**src/rtl/tmr_irq_pkg.sv**
```systemverilog
package tmr_irq_pkg;
  localparam int unsigned SRC_N  = 4;
  localparam int unsigned BYTE_W = 8;
  localparam logic ADDR_FLAG = 1'b0;
  localparam logic ADDR_MASK = 1'b1;
  typedef logic [SRC_N-1:0] src_vec_t;
endpackage

```
**src/rtl/tmr_irq_flag_bank.sv**
```systemverilog
module tmr_irq_flag_bank #(
  parameter int unsigned NSRC = 4
) (
  input  logic            clk,
  input  logic            rst,
  input  logic [NSRC-1:0] set_i,
  input  logic [NSRC-1:0] sw_clr_i,
  input  logic [NSRC-1:0] hw_clr_i,
  output logic [NSRC-1:0] flag_o
);
  for (genvar i = 0; i < NSRC; i++) begin : g_flag
    logic q;
    always_ff @(posedge clk) begin
      if (rst)
        q <= 1'b0;
      else if (set_i[i])
        q <= 1'b1;
      else if (sw_clr_i[i] || hw_clr_i[i])
        q <= 1'b0;
    end
    assign flag_o[i] = q;

    // a strobe always leaves the flag set
    assert_set_wins_R5: assert property (@(posedge clk) disable iff (rst)
      set_i[i] |=> flag_o[i]);
    // any clear without a strobe empties the flag
    assert_clear_R3_R4: assert property (@(posedge clk) disable iff (rst)
      (!set_i[i] && (sw_clr_i[i] || hw_clr_i[i])) |=> !flag_o[i]);
    assert_hold_R9: assert property (@(posedge clk) disable iff (rst)
      (!set_i[i] && !sw_clr_i[i] && !hw_clr_i[i]) |=> $stable(flag_o[i]));
  end
endmodule

```
**src/rtl/tmr_irq_mask_reg.sv**
```systemverilog
module tmr_irq_mask_reg #(
  parameter int unsigned NSRC = 4
) (
  input  logic            clk,
  input  logic            rst,
  input  logic            load_i,
  input  logic [NSRC-1:0] data_i,
  output logic [NSRC-1:0] mask_o
);
  always_ff @(posedge clk) begin
    if (rst)
      mask_o <= '0;
    else if (load_i)
      mask_o <= data_i;
  end

  assert_mask_load_R6: assert property (@(posedge clk) disable iff (rst)
    load_i |=> (mask_o == $past(data_i)));
  assert_mask_hold_R6: assert property (@(posedge clk) disable iff (rst)
    !load_i |=> $stable(mask_o));
endmodule

```
**src/rtl/tmr_irq_req_gate.sv**
```systemverilog
module tmr_irq_req_gate #(
  parameter int unsigned NSRC = 4
) (
  input  logic            clk,
  input  logic            rst,
  input  logic            gie_i,
  input  logic [NSRC-1:0] flag_i,
  input  logic [NSRC-1:0] mask_i,
  output logic [NSRC-1:0] irq_o
);
  always_ff @(posedge clk) begin
    if (rst)
      irq_o <= '0;
    else
      irq_o <= (flag_i & mask_i) & {NSRC{gie_i}};
  end

  assert_gie_gates_R8: assert property (@(posedge clk) disable iff (rst)
    !gie_i |=> (irq_o == '0));
  for (genvar i = 0; i < NSRC; i++) begin : g_chk
    assert_req_source_R8: assert property (@(posedge clk) disable iff (rst)
      (flag_i[i] && mask_i[i] && gie_i) |=> irq_o[i]);
  end
endmodule

```
**src/rtl/tmr_irq_unit.sv**
```systemverilog
module tmr_irq_unit
  import tmr_irq_pkg::*;
#(
  parameter int unsigned NSRC = SRC_N,
  parameter int unsigned DW   = BYTE_W
) (
  input  logic            clk,
  input  logic            rst,
  input  logic            bus_sel,
  input  logic            bus_wr,
  input  logic            bus_addr,
  input  logic [DW-1:0]   bus_wdata,
  output logic [DW-1:0]   bus_rdata,
  input  logic            gie_in,
  input  logic [NSRC-1:0] evt_in,
  input  logic [NSRC-1:0] ack_in,
  output logic [NSRC-1:0] irq_out
);
  localparam int unsigned PAD_W = DW - NSRC;

  logic            wr_flag, wr_mask, rd_en;
  logic [NSRC-1:0] flags, mask, sw_clr;

  assign wr_flag = bus_sel && bus_wr && (bus_addr == ADDR_FLAG);
  assign wr_mask = bus_sel && bus_wr && (bus_addr == ADDR_MASK);
  assign rd_en   = bus_sel && !bus_wr;
  assign sw_clr  = wr_flag ? bus_wdata[NSRC-1:0] : '0;

  tmr_irq_flag_bank #(.NSRC(NSRC)) u_flags (
    .clk(clk), .rst(rst), .set_i(evt_in), .sw_clr_i(sw_clr),
    .hw_clr_i(ack_in), .flag_o(flags));

  tmr_irq_mask_reg #(.NSRC(NSRC)) u_mask (
    .clk(clk), .rst(rst), .load_i(wr_mask),
    .data_i(bus_wdata[NSRC-1:0]), .mask_o(mask));

  tmr_irq_req_gate #(.NSRC(NSRC)) u_gate (
    .clk(clk), .rst(rst), .gie_i(gie_in), .flag_i(flags),
    .mask_i(mask), .irq_o(irq_out));

  always_ff @(posedge clk) begin
    if (rst)
      bus_rdata <= '0;
    else if (rd_en)
      bus_rdata <= {{PAD_W{1'b0}}, (bus_addr == ADDR_MASK) ? mask : flags};
  end

  assert_read_no_side_effect_R9: assert property (@(posedge clk) disable iff (rst)
    (rd_en && (evt_in == '0) && (ack_in == '0)) |=> ($stable(flags) && $stable(mask)));
  assert_read_flag_R9: assert property (@(posedge clk) disable iff (rst)
    (rd_en && bus_addr == ADDR_FLAG) |=> (bus_rdata[NSRC-1:0] == $past(flags)));
endmodule

```
**config.mk**
```make
export PLATFORM = sky130hd
export DESIGN_NAME = tmr_irq_unit
export DESIGN_NICKNAME = d
export VERILOG_FILES = /design/src/rtl/tmr_irq_pkg.sv /design/src/rtl/tmr_irq_flag_bank.sv /design/src/rtl/tmr_irq_mask_reg.sv /design/src/rtl/tmr_irq_req_gate.sv /design/src/rtl/tmr_irq_unit.sv
export SDC_FILE = /design/constraint.sdc
export NUM_CORES = 1
export LEC_CHECK = 0
export BUFFER_PORTS_ARGS = -buffer_cell sky130_fd_sc_hd__buf_2
export CORE_MARGIN = 4
export CORE_UTILIZATION = 30
export CTS_CLUSTER_SIZE = 28
export DETAILED_ROUTE_END_ITERATION = 6
export PLACE_DENSITY_LB_ADDON = 0.05
export SYNTH_ARGS = -nofsm -noshare
export SYNTH_HDL_FRONTEND = slang
export SYNTH_SLANG_ARGS = --single-unit
```
**constraint.sdc**
```tcl
create_clock -name clk -period 1.5 [get_ports clk]
set_clock_uncertainty 0.15 [all_clocks]
set_input_delay 0.3 -clock clk [delete_from_list [all_inputs] [get_ports clk]]
set_output_delay 0.3 -clock clk [all_outputs]
set_load 0.02 [all_outputs]
```
==> impl_metrics.env <==
export IMPL_r2r_start="u_mask.mask_o[1]$_SDFFE_PP0P_"
export IMPL_antenna_found_initial=0
export IMPL_vdd_drop_max_mv=0.380
export IMPL_hold_buffers=0
export IMPL_gr_usage_all_layers=0.111
export IMPL_crit_chain="buf_2"
export IMPL_synth_compound_area_share=0.0853
export IMPL_cts_num_sinks=16
export IMPL_drtPass1Iterations=5
export IMPL_synth_area_mux_share=0.124
export IMPL_syn_area_per_cell_sq_um=9.64
export IMPL_finalMaxSlewViolations=0
export IMPL_detail_route_wirelength_um=1400
export IMPL_postCtsSetupRepairBufs=0
export IMPL_hold_end="u_flags.g_flag[3].q$_SDFFE_PP0P_"
export IMPL_initial_core_util=0.322
export IMPL_routedWlPerCell_um=11.7
export IMPL_io_buffers=25
export IMPL_ant_nets=0
export IMPL_clockBufferDepth=2
export IMPL_pwr_density_cell_nw_per_um2=969
export IMPL_gr_total_overflow=0
export IMPL_yosys_top_cells_count="16 x dfxtp_1, 12 x nor2_1, 8 x mux2i_1"
export IMPL_htree_num_levels=1
export IMPL_required_ns=1.05
export IMPL_drive_above_1_share=0.315
export IMPL_synth_top_area_cell="dfxtp_1"
export IMPL_syn_inst=67
export IMPL_start_kind="flop"
export IMPL_coreArea_sq_um=2000
export IMPL_synthXorXnorAreaFrac=0
export IMPL_status="finished, final reports clean"
export IMPL_cp_data_arrival_time_ns=0.77
export IMPL_setup_viol=0
export IMPL_synth_cell_types=13
export IMPL_path_delay_family="flip-flops"
export IMPL_drc=0
export IMPL_holdCritPathClass="input port to flop"
export IMPL_vias=551
export IMPL_r2r_cells=2
export IMPL_r2r_end="bus_rdata[1]$_SDFFE_PP0P_"
export IMPL_total_leakage_power_uw=0.000415
export IMPL_cpPeakStageDelay_ns=0.34
export IMPL_synth_ff_type="dfxtp_1"
export IMPL_end_kind="output pin"
export IMPL_cp_num_buf_inv=1
export IMPL_yosysMostFrequentCell="dfxtp_1"
export IMPL_criticalPathCategory="flop to output pin"
export IMPL_synth_top_area_share=0.496
export IMPL_nNetsFinal=116
export IMPL_io_pins=34
export IMPL_cts_resized=0
export IMPL_first_global_vias=509
export IMPL_syn_area_sq_um=646
export IMPL_drt_iter0_drc=8
export IMPL_hpwl_um=1060
export IMPL_seq_area_frac_synth=0.496
export IMPL_vias_per_cell=4.63
export IMPL_rsz0062_at_grt="false"
export IMPL_period_minus_slack_ns=1.22
export IMPL_clk_pin_slew_ns=0.09
export IMPL_hold_viol=0
export IMPL_syn_to_final_growth_pct=23.4
export IMPL_cts_tree="done"
export IMPL_synth_edff_count=0
export IMPL_grt_max_degree=14
export IMPL_synth_fa_ha_area_frac=0
export IMPL_synthSimpleGateAreaFrac=0.190
export IMPL_cts_root_buf="clkbuf_4"
export IMPL_whs_path_depth=3
export IMPL_clock_latency_ns=0.27
export IMPL_tns_ns=0
export IMPL_antenna_cells=0
export IMPL_max_freq_ghz=0.817
export IMPL_cap_violations=0
export IMPL_yosys_warnings=0
export IMPL_dieHeight_um=54.4
export IMPL_die_area_sq_um=2960
export IMPL_num_rows=16
export IMPL_critPathMaxFanout=2
export IMPL_grt_pass1_wl_um=2210
export IMPL_fin_util=0.398
export IMPL_die_x_um=54.4
export IMPL_gp_congestion=0.652
export IMPL_ys_seq_elements=16
export IMPL_critPathSlowestCell="dfxtp_1"
export IMPL_async_reset_ff_frac=0
export IMPL_whs_ns=0.0756
export IMPL_min_from="evt_in[3]"
export IMPL_synthTopCellsByArea="dfxtp_1 50%, mux2i_1 12%, buf_4 7.0%"
export IMPL_cts_buffers=3
export IMPL_synth_top_family_by_area="simple AND/OR/NAND/NOR gates"
export IMPL_r2r_slack_ns=0.60
export IMPL_finalCritPeriodShare=0.816
==> how the worst max path moves through the flow <==
| stage | start | end | slack (ns) | cells after the start |
|---|---|---|---|---|
| 4_1_cts | bus_rdata[1]$_SDFFE_PP0P_ | bus_rdata[1] | 0.26 | 1 |
| 3_3_place_gp | bus_addr | u_mask.mask_o[2]$_SDFFE_PP0P_ | 0.20 | 4 |
| 5_1_grt | bus_rdata[1]$_SDFFE_PP0P_ | bus_rdata[1] | 0.23 | 1 |
| 3_5_place_dp | bus_addr | u_mask.mask_o[1]$_SDFFE_PP0P_ | 0.18 | 4 |
| 2_1_floorplan | bus_addr | u_mask.mask_o[0]$_SDFFE_PP0P_ | 0.36 | 4 |
| 6_report | bus_rdata[1]$_SDFFE_PP0P_ | bus_rdata[1] | 0.28 | 1 |
==> kinds of logic (layout without fill, tap and decap cells) <==
kind of cell / Yosys count / count (layout)
muxes: 8 / 8
AOI/OAI and AO/OA: 8 / 8
buffers and inverters: 11 / 33
and+or+nand+nor: 23 / 23
DFF: 16 / 16
other: 1 / 4
==> layout make-up <==
cell class	instances	area, sq um
well taps	27	33.8
clock buffers	3	22.5
multi-input cells	43	273
fillers	219	1200
repair buffers	26	133
flip-flops and latches	16	320
inverters	4	15.0
==> flip-flops by register name, indices dropped and copies added, names as in the netlist <==
signal            count
bus_rdata             4
u_flags.g_flag.q      4
u_gate.irq_o          4
u_mask.mask_o         4
==> power by group <==
group / switching (uW) / internal [uW]
clock network: 122 / 93.0
logic: 61.1 / 44.6
registers: 9.63 / 442
total: 193 / 580
==> stage by stage <==
stage               area, sq um  worst slack (ns)  instances  total power [uW]
floorplan                   657             0.361         70               533
global placement            774             0.202        116               567
detailed placement          774             0.176        116               569
CTS                         797             0.257        119               784
global route                797             0.232        119               816
finish                      797             0.276        119               773
==> placed cells by master, fill, tap and decap left out, drive strengths merged <==
cell type and n:
a211oi 4, buf 26, dfxtp 16, inv 4
nand3 1, clkbuf 3, conb 4, nor2b 2
nor2 12, nand4b 4, and3 4, mux2i 8
a31oi 4
==> routing by layer <==
| metal | vias to the layer above | GRT usage | routed length [um] |
|---|---|---|---|
| met5 | - | 0 | 0 |
| met1 | 249 | 0.138 | 617 |
| met2 | 24 | 0.169 | 635 |
| li1 | 276 | - | - |
| met3 | 2 | 0.0327 | 117 |
| met4 | 0 | 0.0622 | 25 |
(Power assumes the default switching activity.)
